File: src/rtl/tick_limit_timer.sv
module tick_limit_timer #(
  parameter int TICK_DIV = 125,
  parameter bit PER_CPU  = 1'b1,
  parameter int AW       = 3
) (
  input  logic          clk,
  input  logic          rst_n,
  input  logic          bus_wr,
  input  logic          bus_rd,
  input  logic [AW-1:0] bus_addr,
  input  logic [31:0]   bus_wdata,
  output logic [31:0]   bus_rdata,
  output logic          irq
);
  localparam int PW = (TICK_DIV > 1) ? $clog2(TICK_DIV) : 1;
  localparam int VW = 22;
  localparam int LW = VW - 1;
  localparam logic [AW-1:0] A_LIM = AW'(0);
  localparam logic [AW-1:0] A_CNT = AW'(1);
  localparam logic [AW-1:0] A_LNC = AW'(2);
  localparam logic [AW-1:0] A_USR = AW'(3);

  logic [PW-1:0] pre;
  logic [VW-1:0] cnt;
  logic [LW-1:0] lim;
  logic          flag;
  logic          halt;

  wire wr_lim = bus_wr && bus_addr == A_LIM;
  wire wr_cnt = bus_wr && bus_addr == A_CNT;
  wire rd_lim = bus_rd && bus_addr == A_LIM;
  wire tick   = !halt && pre == PW'(TICK_DIV - 1);
  wire hit    = tick && lim != '0 && cnt == {1'b0, lim};

  always_ff @(posedge clk) begin
    if (!rst_n)               pre <= '0;
    else if (wr_lim || tick)  pre <= '0;
    else if (!halt)           pre <= pre + 1'b1;
  end

  always_ff @(posedge clk) begin
    if (!rst_n)      cnt <= VW'(1);
    else if (wr_lim) cnt <= VW'(1);
    else if (wr_cnt) cnt <= bus_wdata[31:10];
    else if (hit)    cnt <= VW'(1);
    else if (tick)   cnt <= cnt + 1'b1;
  end

  always_ff @(posedge clk) begin
    if (!rst_n)      lim <= '0;
    else if (wr_lim) lim <= bus_wdata[30:10];
  end

  always_ff @(posedge clk) begin
    if (!rst_n)      flag <= 1'b0;
    else if (wr_lim) flag <= 1'b0;
    else if (hit)    flag <= 1'b1;
    else if (rd_lim) flag <= 1'b0;
  end

  generate
    if (PER_CPU) begin : g_user
      always_ff @(posedge clk) begin
        if (!rst_n)                         halt <= 1'b0;
        else if (bus_wr && bus_addr == A_USR) halt <= bus_wdata[0];
      end
    end else begin : g_glob
      assign halt = 1'b0;
    end
  endgenerate

  assign irq = flag;

  always_comb begin
    case (bus_addr)
      A_LIM, A_LNC: bus_rdata = {flag, lim, 10'b0};
      A_CNT:        bus_rdata = {cnt, 10'b0};
      A_USR:        bus_rdata = {31'b0, halt};
      default:      bus_rdata = '0;
    endcase
  end


  count_step_chk: assert property (@(posedge clk) disable iff (!rst_n)
    tick && !hit && !bus_wr |=> cnt == $past(cnt) + 1'b1);

  match_reload_chk: assert property (@(posedge clk) disable iff (!rst_n)
    hit && !bus_wr |=> cnt == VW'(1) && irq);

  ack_clear_chk: assert property (@(posedge clk) disable iff (!rst_n)
    rd_lim && !hit && !bus_wr |=> !irq);

  noclear_keep_chk: assert property (@(posedge clk) disable iff (!rst_n)
    bus_rd && bus_addr == A_LNC && irq && !bus_wr |=> irq);

  limit_write_chk: assert property (@(posedge clk) disable iff (!rst_n)
    wr_lim |=> cnt == VW'(1) && !irq && lim == $past(bus_wdata[30:10]));

  zero_limit_chk: assert property (@(posedge clk) disable iff (!rst_n)
    lim == '0 && !irq && !bus_wr |=> !irq);

  halt_freeze_chk: assert property (@(posedge clk) disable iff (!rst_n)
    halt && !bus_wr |=> $stable(cnt) && $stable(pre));
endmodule

File: config.mk
export PLATFORM = sky130hd
export DESIGN_NAME = tick_limit_timer
export DESIGN_NICKNAME = d
export VERILOG_FILES = /design/src/rtl/tick_limit_timer.sv
export SDC_FILE = /design/constraint.sdc
export NUM_CORES = 1
export LEC_CHECK = 0
export BUFFER_PORTS_ARGS = -buffer_cell sky130_fd_sc_hd__buf_2
export CORE_ASPECT_RATIO = 0.6
export CORE_MARGIN = 3
export CORE_UTILIZATION = 51
export CTS_CLUSTER_SIZE = 14
export DETAILED_ROUTE_END_ITERATION = 10
export PLACE_DENSITY = 0.75
export SLEW_MARGIN = 20
export SYNTH_ARGS = -nofsm -noshare
export SYNTH_HDL_FRONTEND = slang
export SYNTH_SLANG_ARGS = --single-unit
File: constraint.sdc
create_clock -name clk -period 5.9 [get_ports clk]
set_input_delay 0.59 -clock clk [delete_from_list [all_inputs] [get_ports clk]]
set_output_delay 0.59 -clock clk [all_outputs]
set_load 0.03 [all_outputs]
After elaboration in Yosys (flattened, before gate mapping)
Index checks and enable logic that the tools add are counted.
Storage, ports and cells
  flip-flop bits (word level): 52
  bits in latches: 0
  RAM bits: 0
  ROM bits: 0
  output and inout bits: 33
  word-level logic and storage cells: 35
  memories kept: 0
Operators by class
  $add $sub $neg: 2
  $mul: 0
  div/mod/pow operators: 0
  $lt $le $gt $ge: 0
  equality and inequality tests: 5
  shifts and indexed selects: 0
  multiplexer cells: 6
  bitwise operators: 1
  reduce and logical (&&, ||, !) cells: 16
Operator list (number)
  $pmux 32 s3: 1
  $mux 22: 3
  $add 22x1->22 const B: 1
  $eq 22x21->1: 1
  $reduce_bool 21->1: 1
  $add 7x1->7 const B: 1
  $eq 7x7->1 const B: 1
  $logic_and 1x1->1: 7
  $eq 3x2->1 const B: 2
  $reduce_or 2->1: 3
  $eq 3x1->1 const B: 1
  $logic_not 3->1: 1
  $reduce_bool 3->1: 1
  $mux 1: 2
  $reduce_bool 2->1: 1
  $logic_not 1->1: 1
  $logic_or 1x1->1: 1
  $not 1->1: 1

Longest topological paths before layout
Gate-level depths: netlist of the first run.
  depth after elaboration: 6
  gate-level depth with buffers: 9
  depth with buffers taken out: 8

Worst setup path after synthesis of the first run
Ideal clock, no wire load.
  path type: in2out
  from: in bus_addr[0]
  to: out bus_rdata[10]
  arrival: 1.702 ns
  data required time: 5.310 ns
  slack: 3.608 ns
  cell stages on the path: 4
  cells stage by stage: clkbuf_1 clkbuf_1 nand3b_1 a21oi_1
On the way
  word-level cells in the longest chain between the ends: 3
RTL lines
  from (decl): line 10  | input logic [AW-1:0] bus_addr,
  $eq 3x2->1 or $logic_not 3->1 (tied branches): line 75  | case (bus_addr)
  $reduce_or 2->1: line 75
  $pmux 32 s3 (*): line 75
  to (decl): line 12  | output logic [31:0] bus_rdata,
Mark *: on every way between the ends. The rest lies on a longest branch, timed or not.

Worst setup path after layout of the first run
  from: in bus_addr[0]
  to: reg cnt[17]
On the way
  word-level cells in the longest chain between the ends: 3
RTL lines
  $eq 3x1->1 or $logic_not 3->1 (tied branches): line 30, 29
  $logic_and 1x1->1, on equally long branches: line 30, 29
  $reduce_bool 3->1 (no line) (tied with other cells)
  to (signal assigned): line 44  | else if (wr_cnt) cnt <= bus_wdata[31:10];
  to (signal assigned): line 46  | else if (tick) cnt <= cnt + 1'b1;
  to (decl): line 24  | logic [VW-1:0] cnt;
Several ways; a longest one is shown, not always the timed one.
A chain may end at the register's enable or synchronous reset.

==> impl_summary.txt, run 1 <==
----------------------------------------------------
[Status]
  Outcome ... complete, no violations

[Critical path]
  Critical path capture point ... cnt[17]
  End of the worst register-to-register path ... cnt[12]
  Required arrival time at the worst endpoint ... around 6.2 ns
  Worst R2R Start ... pre[2]
  Crit-path max FO ... 50
  Crit end category ... flip-flop
  Crit path from ... bus_addr[0]
  Cells along the critical path ... buf_2, nor4b_2, buf_4, nor2b_1, o21ai_0, or4_1, a21oi_1, or2_2
  Path type of the worst setup path ... in -> reg
  Setup slack of the most critical reg-to-reg path ... around 3.3 ns
  Largest stage delay on the critical path ... between 0.6 and 0.7 ns
  Worst path depth ... 8
  Data arrival, critical path ... ~3.2 ns
  Count of buffer and inverter cells on the critical path ... 2
  Highest-delay cell along the critical path ... sky130_fd_sc_hd__nor2b_1
  CP startpoint kind ... primary input
  Number of cell instances on the worst register-to-register path ... 7
  Category of cells accounting for the largest share of critical-path delay ... simple AND/OR/NAND/NOR gates

[Die]
  Chip Width ... approximately 110 um
  Height of the die ... ~69 um
  Initial standard-cell utilization of the core ... between 50% and 60%
  Die ar. ... between 7000 and 8000 sq um
  Core ar. ... 6250 sq um
  Number of primary I/O pins ... 72
  Core Rows ... 22

[Power]
  Register share of total power ... 51.8%
  Clock power frac ... between 30% and 40%
  Gate power share ... 13.8%
  Net switching share of the total power ... between 20% and 30%
  Lkg Pwr ... 0.00142 uW
  Sum of internal, switching and leakage power ... about 740 uW
  Switching power ... 208 uW
  Highest ir drop seen on vdd ... about 0.00012 V
  Internal Power ... around 530 uW
  Power density over the cells ... around 200 nW/um^2

[Synthesis]
  Yosys synthesis warning count ... 0
  Number of enable flip-flop cells after synthesis ... 0
  Instance count of the mapped netlist ... around 450
  Share of flip-flops with an asynchronous set or reset ... 0%
  Synthesized flop and latch total ... 52
  Share of the yosys chip area belonging to registers ... 30.9%
  Netlist Area Pre-Place ... about 3400 sq um
  Number of library cell types mapped by synthesis ... 50
  Top_reg_cell synth ... sky130_fd_sc_hd__dfxtp_1
  Avg Synthesized Cell Area ... roughly 7.6 sq um

[GRT]
  Busiest metal layer after global routing ... met1
  Initial antenna violation count ... 0
  Met1 usage ... a little under two fifths
  GR Layer Usage met2 ... between 30% and 40%
  GR Util met3 ... under 10%
  Global-route total usage across every layer ... approximately a quarter
  Maximum number of pins on one net before global-route repair ... 51
  Global-route wire length before repair ... 14.6 mm
  Via count of the first global-routing pass ... ~2800
  GRT overflow ... 0

[Layout]
  Commonest non-fill, non-tap cell in the layout ... sky130_fd_sc_hd__nand2_1
  Most used cells in the layout excluding fill and tap cells ... sky130_fd_sc_hd__nand2_1 (70), sky130_fd_sc_hd__buf_2 (53), sky130_fd_sc_hd__dfxtp_1 (52)
  Ratio of cells with drive above 1 in the final layout ... roughly 16%
  Filler cells ... a little under 600
  P&R area growth vs syn ... 10.5%
  Fin nets ... roughly 520
  Antenna Cells ... 0

[CTS]
  Clock-pin slew on the worst setup and hold paths ... ~0.10 ns
  Clk root buf ... sky130_fd_sc_hd__clkbuf_8
  Post-CTS Setup Inserts ... 0
  Hold_buf cts ... 0
  Later-pin clock latency in the skew report ... 0.31 ns
  H-Tree Level Count ... 2
  Inserted Clock Buffers ... 5
  Deepest clock path buffer count ... 2
  TritonCTS Sinks ... between 50 and 60
  Number of gates given a new drive strength after cts ... 0
  CTS tree ... done

[Timing]
  Period minus WS final ... approximately 2.9 ns
  Maximum operating frequency ... around 340 MHz
  Pin slew with the least headroom to its limit ... between 0.9 and 1 ns
  Setup_tns ... 0 ns
  Unrepaired setup endpoints after global routing ... no
  Relative slew margins ... around a third
  Final Hold Viols ... 0
  Final clock period utilization by the worst path ... 49.3%
  Number of endpoints failing setup at the final stage ... 0
  Final-report max-slew violation count ... 0
  Worst clock skew ... 0.0111 ns

[Route]
  Total routed wirelength ... roughly 9.5 mm
  Initial DRT Pass Iterations ... 5
  Post-route DRC violation count ... 0
  Routed via count divided by cell count ... between 5 and 6
  Wire length per cell ... 17.0 um
  Drt first-iter violations ... ~450
  Vias after detailed routing ... 3255
  Number of routed nets with antenna violations ... 0

[Placed design]
  Final weighted congestion of routability-driven global placement ... just over 0.9
  Half-perimeter wire length after placement ... 7.10 mm
  I/O Buffers ... between 50 and 60

[Job]
  Max-cap viol count ... 0

[Min path]
  Class of the tightest hold or removal check ... in -> reg
  Hold Crit Start ... bus_wdata[20]

----------------------------------------------------
## worst reg2reg max path: cells and delay by family, from the launching register on
family                 cells  cell delay [ns]
and+or+nand+nor            5             1.70
DFF                        1             0.39
buffers and inverters      1             0.24
AOI/OAI and AO/OA          1             0.14
## worst min-delay path by stage
stage	end	cells after the start
3_3_place_gp	lim[6]	2
5_1_grt	cnt[10]	3
2_1_floorplan	lim[10]	2
4_1_cts	cnt[10]	3
3_5_place_dp	lim[0]	2
6_report	cnt[10]	3
## through the flow
step                      setup slack [ns]  hold slack (ns)  area, sq um  utilization [%]  cells
after global routing                  2.70            0.503         3730             59.7    559
after global placement                2.76            0.497         3620             57.9    551
final                                 2.99            0.488         3730             59.7    559
after floorplan                       3.61            0.476         3400                -    454
after detailed placement              2.70            0.500         3620             57.9    551
after CTS                             3.01            0.490         3730             59.7    559
## logic make-up after synthesis
family,Yosys count,share of synthesized area (%)
XOR/XNOR,39,10.1
other,1,0.111
AO/OA/AOI/OAI,86,15.9
buffers and inverters,47,6.42
multiplexers,2,0.593
flip-flops,52,30.9
AND/OR/NAND/NOR,216,34.9
adder cells (fa/ha/maj),3,1.11
## metal layers
layer	vias up	wire (um)
met2	156	3720
met5	-	0
met4	0	73
met1	1492	4650
met3	11	1060
li1	1596	-
## power by group through the flow
stage,sequential (uW),combinational [uW],clock [uW]
floorplan,379,81.8,0
global placement,389,98.0,0
detailed placement,390,100,0
CTS,382,101,254
global route,385,112,269
finish,383,102,254
## flip-flops by register name, indices dropped and copies added, names as in the netlist
register,cells
cnt,22
irq,1
halt,1
pre,7
lim,21
## synthesized netlist by cell type (all sizes together), types with 9 or more instances
cell type / instances / share of area (%)
nor4: 9 / 2.1
buf: 15 / 2.9
xor2: 29 / 7.5
nand3: 12 / 1.8
clkbuf: 28 / 3.1
xnor2: 10 / 2.6
nand2: 70 / 7.8
nand4: 14 / 2.6
a21oi: 33 / 4.9
nor3: 10 / 1.8
nand3b: 24 / 5.3
nand2b: 21 / 3.9
a21boi: 21 / 4.7
o21ai: 17 / 2.5
dfxtp: 52 / 31
nor2: 23 / 2.6
## final cells by class
type / instances / area, sq um / share of cell area, %
clock inverter: 2 / 38.8 / 1.04
tap: 84 / 105 / 2.82
multi-input combinational: 355 / 2170 / 58.1
sequential: 52 / 1040 / 27.9
clock buffer: 6 / 72.6 / 1.95
timing repair buffer: 56 / 288 / 7.72
inverter: 4 / 15.0 / 0.403
No activity file was read; power rests on OpenSTA's default activity.
==> run 2, diff against run 1 <==
- ABC_AREA: not set -> 1
- PLACE_DENSITY: 0.75 -> 0.78
- clock period: 5.9 -> 2.55 ns (I/O delays scaled with it)
==> run 2 against run 1 <==
Area after synthesis grew 9.2%; sequential cell count is the same; via count grew 17%; clock power grew to 2.8 times the previous value; sequential share of layout area shrank 2.5 points; largest cell class unchanged; synthesized cell count grew 24%.
==> impl_summary.txt, run 2 <==
----------------------------------------------------
[Status]
  Outcome ... complete, no violations

[Route]
  Number of routed nets with antenna violations ... 0 (unchanged)
  Initial DRT Pass Iterations ... 5 (unchanged)
  Drt first-iter violations ... 412 (-8.2%)
  Routed via count divided by cell count ... 5.53 (-5.0%)
  Total routed wirelength ... 10.4 mm (+9.1%)
  Post-route DRC violation count ... 0 (unchanged)
  Vias after detailed routing ... 3795 (+17%)
  Wire length per cell ... 15.1 um (-11%)

[CTS]
  Number of gates given a new drive strength after cts ... 0 (unchanged)
  H-Tree Level Count ... 2 (unchanged)
  Later-pin clock latency in the skew report ... 0.31 ns (about the same)
  Hold_buf cts ... 0 (unchanged)
  Inserted Clock Buffers ... 5 (unchanged)
  CTS tree ... done
  TritonCTS Sinks ... 52 (unchanged)
  Deepest clock path buffer count ... 2 (unchanged)
  Clk root buf ... sky130_fd_sc_hd__clkbuf_16
  Clock-pin slew on the worst setup and hold paths ... 0.07 ns (-0.03 ns)
  Post-CTS Setup Inserts ... 0 (unchanged)

[Timing]
  Number of endpoints failing setup at the final stage ... 0 (unchanged)
  Worst clock skew ... 0.00800 ns (-0.00311 ns)
  Period minus WS final ... 2.00 ns
  Setup slack of the critical path after layout ... 0.550 ns (-2.44 ns)
  Pin slew with the least headroom to its limit ... 0.597 ns (-0.379 ns)
  Final clock period utilization by the worst path ... between 70% and 80%
  Setup_tns ... 0 ns (unchanged)
  Maximum operating frequency ... approximately 500 MHz
  Final-report max-slew violation count ... 0 (unchanged)
  Unrepaired setup endpoints after global routing ... no
  Final Hold Viols ... 0 (unchanged)
  Relative slew margins ... 60.1% (+26 points)

[Synthesis]
  Number of library cell types mapped by synthesis ... 31 (-38%)
  Share of the yosys chip area belonging to registers ... 28.3% (-2.6 points)
  Instance count of the mapped netlist ... 555 (+24%)
  Synthesized flop and latch total ... 52 (unchanged)
  Adder-cell share of the synthesized area ... 1.02% (-0.094 points)
  Post-synth top area share ... 28.3% (-2.6 points)
  Top_reg_cell synth ... sky130_fd_sc_hd__dfxtp_1
  Mux cell area share after synthesis ... 0% (-0.59 points)
  Number of enable flip-flop cells after synthesis ... 0 (unchanged)
  Simple-gate area share of the yosys netlist ... 32.5% (-2.4 points)
  Main area contributors after synthesis ... sky130_fd_sc_hd__dfxtp_1 (28%), sky130_fd_sc_hd__nand2_1 (13%), sky130_fd_sc_hd__o21ai_0 (6.7%)
  Most frequent cell after synthesis ... sky130_fd_sc_hd__nand2_1
  Area fraction in compound gates after synthesis ... 21.1% (+5.2 points)
  Avg Synthesized Cell Area ... 6.64 sq um (-12%)
  Synth area leader ... sky130_fd_sc_hd__dfxtp_1
  Main combinational cell family by area after synthesis ... simple AND/OR/NAND/NOR gates
  Cell types with the highest counts after synthesis ... sky130_fd_sc_hd__nand2_1 (123), sky130_fd_sc_hd__inv_1 (65), sky130_fd_sc_hd__dfxtp_1 (52), sky130_fd_sc_hd__o21ai_0 (49)
  Synthesized-area fraction occupied by xor and xnor cells ... 4.28% (-5.8 points)
  Share of flip-flops with an asynchronous set or reset ... 0% (unchanged)
  Yosys synthesis warning count ... 0 (unchanged)
  Netlist Area Pre-Place ... 3680 sq um (+9.2%)

[Min path]
  Class of the tightest hold or removal check ... in -> reg

[Die]
  Core ar. ... 6850 sq um (+9.6%)
  Initial standard-cell utilization of the core ... 53.8% (-0.18 points)
  Height of the die ... 71.8 um (+4.1%)
  Chip Width ... 116 um (+4.3%)
  Die ar. ... 8310 sq um (+8.6%)
  Core Rows ... 23 (+4.5%)
  Number of primary I/O pins ... 72 (unchanged)

[Critical path]
  Crit-path max FO ... 22 (-56%)
  Crit end category ... flip-flop
  Data arrival, critical path ... 2.24 ns (-0.93 ns)
  Required arrival time at the worst endpoint ... 2.79 ns (-3.37 ns)
  CP startpoint kind ... flip-flop
  Path type of the worst setup path ... reg -> reg

[Layout]
  P&R area growth vs syn ... 11.1%
  Commonest non-fill, non-tap cell in the layout ... sky130_fd_sc_hd__nand2_1
  Storage element area ... 1040 sq um (unchanged)
  Area of the multi-input gates ... 2200 sq um (+1.7%)
  Ratio of cells with drive above 1 in the final layout ... 23.9% (+8.1 points)
  Antenna Cells ... 0 (unchanged)
  Number of flip-flops in the largest register ... 22 (unchanged)
  Top Registers ... cnt: 22 flops, lim: 21 flops, pre: 7 flops
  Reg with most FFs ... cnt
  Most used cells in the layout excluding fill and tap cells ... sky130_fd_sc_hd__nand2_1 (123), sky130_fd_sc_hd__inv_1 (65), sky130_fd_sc_hd__buf_2 (53)
  Filler cells ... 674 (+15%)
  Fin nets ... 640 (+24%)

[GRT]
  Via count of the first global-routing pass ... 3412 (+20%)
  GRT overflow ... 0 (unchanged)
  Global-route total usage across every layer ... 25.6% (+1.0 points)
  Initial antenna violation count ... 0 (unchanged)
  Maximum number of pins on one net before global-route repair ... 43 (-16%)
  Global-route wire length before repair ... 16.9 mm (+16%)

[Power]
  Power density over the cells ... 462 nW/um^2 (+130%)
  Lkg Pwr ... 0.00180 uW (+27%)
  Sum of internal, switching and leakage power ... 1890 uW (+160%)
  Highest ir drop seen on vdd ... 0.000267 V (+110%)

[Placed design]
  Half-perimeter wire length after placement ... 7.66 mm (+7.9%)
  I/O Buffers ... 53 (unchanged)
  Final weighted congestion of routability-driven global placement ... 0.926 (+0.78%)
  Pre-CTS setup slack ... 0.530 ns (-2.17 ns)

[Job]
  Max-cap viol count ... 0 (unchanged)

----------------------------------------------------
## run 2: cell types whose count changed after synthesis, sizes merged, moves of 21 or more
cell	change
nand3b	-24
a21oi	+30
nor2	+31
nand3	+33
nand2	+62
inv	+69
o21ai	+34
nand2b	-21
a21boi	-21
## run 2: path summary, 6_finish.rpt
path | startpoint | endpoint | slack, ns | cells after the start
worst max-delay path | pre[0] | cnt[11] | 0.55 | 8
worst min-delay path | bus_wdata[23] | cnt[13] | 0.22 | 3
worst max register to register | pre[0] | cnt[11] | 0.55 | 8
worst min register to register | pre[0] | pre[0] | 0.50 | 2
## run 2: logic make-up after synthesis
logic type | after synthesis
flops | 52
fa+ha+maj | 3
other cells | 1
xor+xnor | 18
compound gates | 134
simple gates | 242
buf+inv | 105
## run 2: critical path, stage by stage, from the launching register on
cell and delay (ns):
sky130_fd_sc_hd__dfxtp_1 0.33, sky130_fd_sc_hd__inv_1 0.10, sky130_fd_sc_hd__ha_1 0.19, sky130_fd_sc_hd__nand3_2 0.10, sky130_fd_sc_hd__nor3_4 0.37, sky130_fd_sc_hd__nor2_4 0.18, sky130_fd_sc_hd__inv_2 0.33, sky130_fd_sc_hd__o21ai_0 0.19
sky130_fd_sc_hd__a21oi_2 0.13
## run 2: final cells by class
cell class,count,area share [%]
inverters,74,6.78
repair buffers,59,7.58
flip-flops and latches,52,25.4
clock buffers,6,3.39
clock inverters,2,0.367
multi-input cells,406,53.8
well taps,87,2.66
## run 2: metrics by stage
step	instances	cell area [sq um]	hold slack, ns	utilization, %
5_1_grt	686	4100	0.229	59.8
4_1_cts	686	4100	0.219	59.8
3_5_place_dp	678	3940	0.494	57.5
3_3_place_gp	678	3940	0.477	57.5
2_1_floorplan	563	3710	0.393	-
6_report	686	4100	0.220	59.8
## run 2: report_power, final
part | switching (uW) | total [uW] | internal [uW] | leakage [uW]
clock network | 331 | 722 | 392 | 0.0000691
logic | 201 | 298 | 96.5 | 0.00131
registers | 32.9 | 873 | 840 | 0.000422
## run 2: layer usage
metal / share of wire, % / GRT usage (%) / wire length [um] / vias up
li1: - / - / - / 1867
met5: 0 / 0 / 0 / -
met1: 49 / 39.3 / 5110 / 1729
met4: 0.79 / 5.41 / 82 / 0
met3: 11 / 5.91 / 1120 / 10
met2: 39 / 36.3 / 4060 / 189
==> run 3, diff against run 2 <==
- PLACE_DENSITY: 0.78 -> 0.75
- clock period: 2.55 -> 2 ns (I/O delays scaled with it)
==> run 3 against run 2 <==
Clock power rose by 37%; routed wire length rose by 3.5%; critical path depth rose by 3; die area did not move; via count rose by 2.1%; global-route usage rose by 0.77 points; largest power group unchanged.
==> impl_summary.txt, run 3 (same netlist as run 2, synthesis figures left out) <==
----------------------------------------------------
[Status]
  Outcome ... complete, no violations

[CTS]
  Number of gates given a new drive strength after cts ... 0 (unchanged)
  Inserted Clock Buffers ... 5 (unchanged)
  Hold_buf cts ... 0 (unchanged)
  Clk root buf ... sky130_fd_sc_hd__clkbuf_16
  Post-CTS Setup Inserts ... 0 (unchanged)
  Later-pin clock latency in the skew report ... 0.30 ns (about the same)
  CTS tree ... done
  H-Tree Level Count ... 2 (unchanged)
  TritonCTS Sinks ... 52 (unchanged)
  Clock-pin slew on the worst setup and hold paths ... 0.07 ns (about the same)
  Deepest clock path buffer count ... 2 (unchanged)

[Route]
  Drt first-iter violations ... 367 (-11%)
  Post-route DRC violation count ... 0 (unchanged)
  Routed via count divided by cell count ... 5.59 (+1.1%)
  Total routed wirelength ... 10.7 mm (+3.5%)
  Initial DRT Pass Iterations ... 5 (unchanged)
  Number of routed nets with antenna violations ... 0 (unchanged)
  Wire length per cell ... 15.5 um (+2.4%)
  Vias after detailed routing ... 3875 (+2.1%)

[Critical path]
  Cells along the critical path ... inv_1, ha_1, inv_1, nor2_1, nand3_2, nor2_2, nand2_2, nor2_4, nand2_4, nand3_2, a21oi_2
  Count of buffer and inverter cells on the critical path ... 2 (unchanged)
  Highest-delay cell along the critical path ... sky130_fd_sc_hd__dfxtp_1
  Category of cells accounting for the largest share of critical-path delay ... simple AND/OR/NAND/NOR gates
  Crit-path max FO ... 23 (+4.5%)
  Largest stage delay on the critical path ... 0.33 ns (-0.04 ns)
  Required arrival time at the worst endpoint ... 2.19 ns (-0.60 ns)
  Path type of the worst setup path ... reg -> reg
  CP startpoint kind ... flip-flop
  Data arrival, critical path ... 2.03 ns (-0.21 ns)
  Crit end category ... flip-flop

[Timing]
  Setup slack of the critical path after layout ... 0.158 ns (-0.393 ns)
  Period minus WS final ... 1.84 ns (-0.157 ns)
  Maximum operating frequency ... 543 MHz (+8.5%)
  Unrepaired setup endpoints after global routing ... no
  Setup_tns ... 0 ns (unchanged)
  Number of endpoints failing setup at the final stage ... 0 (unchanged)
  Final clock period utilization by the worst path ... 92.1% (+14 points)
  Final Hold Viols ... 0 (unchanged)
  Final-report max-slew violation count ... 0 (unchanged)
  Worst clock skew ... 0.00793 ns (-0.0000681 ns)

[Layout]
  Most used cells in the layout excluding fill and tap cells ... sky130_fd_sc_hd__nand2_1 (123), sky130_fd_sc_hd__inv_1 (65), sky130_fd_sc_hd__buf_2 (53)
  P&R area growth vs syn ... 12.8%
  Ratio of cells with drive above 1 in the final layout ... 24.6% (+0.71 points)
  Fin nets ... 647 (+1.1%)
  Filler cells ... 663 (-1.6%)
  Reg with most FFs ... cnt
  Top Registers ... cnt: 22 flops, lim: 21 flops, pre: 7 flops
  Commonest non-fill, non-tap cell in the layout ... sky130_fd_sc_hd__nand2_1
  Layout Utilization ... 60.7% (+0.91 points)
  Antenna Cells ... 0 (unchanged)
  Number of flip-flops in the largest register ... 22 (unchanged)

[GRT]
  Global-route total usage across every layer ... 26.4% (+0.77 points)
  Global-route wire length before repair ... 17.2 mm (+1.5%)
  GRT overflow ... 0 (unchanged)
  Maximum number of pins on one net before global-route repair ... 43 (unchanged)
  Initial antenna violation count ... 0 (unchanged)
  Via count of the first global-routing pass ... 3446 (+1.0%)

[Die]
  Initial standard-cell utilization of the core ... 53.8% (unchanged)
  Chip Width ... 116 um (unchanged)
  Core Rows ... 23 (unchanged)
  Height of the die ... 71.8 um (unchanged)
  Core ar. ... 6850 sq um (unchanged)
  Die ar. ... 8310 sq um (unchanged)
  Number of primary I/O pins ... 72 (unchanged)

[Job]
  Max-cap viol count ... 0 (unchanged)

[Power]
  Lkg Pwr ... 0.00185 uW (+2.5%)
  Highest ir drop seen on vdd ... 0.000421 V (+58%)
  Power density over the cells ... 599 nW/um^2 (+30%)

[Placed design]
  Half-perimeter wire length after placement ... 7.73 mm (+0.81%)
  Pre-CTS setup slack ... 0.0630 ns (-0.467 ns)
  Final weighted congestion of routability-driven global placement ... 0.948 (+2.4%)
  I/O Buffers ... 53 (unchanged)

[Min path]
  Class of the tightest hold or removal check ... in -> reg

----------------------------------------------------
-- run 3: cell types whose count changed in the layout (fill, tap and decap cells not counted), sizes merged --
cell / previous run / this run
clkinvlp: 2 / 0
clkinv: 1 / 2
bufinv: 0 / 1
buf: 59 / 66
-- run 3: stage by stage --
stage / hold WS (ns) / std cells / instance area (sq um) / total power [uW]
after detailed placement: 0.481 / 684 / 3990 / 1520
final: 0.168 / 693 / 4160 / 2490
after global placement: 0.473 / 684 / 3990 / 1510
after CTS: 0.170 / 692 / 4150 / 2490
after floorplan: 0.338 / 563 / 3710 / 1410
after global routing: 0.179 / 693 / 4160 / 2580
-- run 3: worst register-to-register path, delay by kind of cell (launching register included) --
kind                     cells  cell delay, ns
adder cells (fa/ha/maj)      1            0.20
buffers and inverters        2            0.14
AND/OR/NAND/NOR              7            1.00
AO/OA/AOI/OAI                1            0.06
flip-flops                   1            0.33
-- run 3: per-layer routing --
layer  up-vias  part of all wire (%)  GRT usage [%]
li1       1880                     -              -
met5         -                     0              0
met2       198                    39           37.1
met1      1773                    50           41.6
met4         0                   1.6           6.56
met3        24                   9.6           4.05
-- run 3: path summary, 6_finish.rpt --
kind	start	endpoint	slack, ns	cells past startpoint
worst min-delay path	bus_wdata[23]	cnt[13]	0.17	3
worst min register to register	pre[0]	pre[0]	0.51	2
worst max register to register	pre[0]	cnt[14]	0.16	11
worst max-delay path	pre[0]	cnt[14]	0.16	11
-- run 3: cell type report --
cell class | instances | area [sq um] | area share [%]
multi-input cells | 406 | 2200 | 53.0
repair buffers | 66 | 363 | 8.73
inverters | 74 | 278 | 6.68
clock inverters | 2 | 35.0 | 0.843
well taps | 87 | 109 | 2.62
clock buffers | 6 | 129 | 3.10
flip-flops and latches | 52 | 1040 | 25.0
-- run 3: report_power, final --
part / switching (uW) / internal [uW] / total (uW) / leakage [uW]
clock network: 399 / 590 / 989 / 0.0000808
logic: 265 / 127 / 392 / 0.00135
registers: 39.8 / 1070 / 1110 / 0.000422
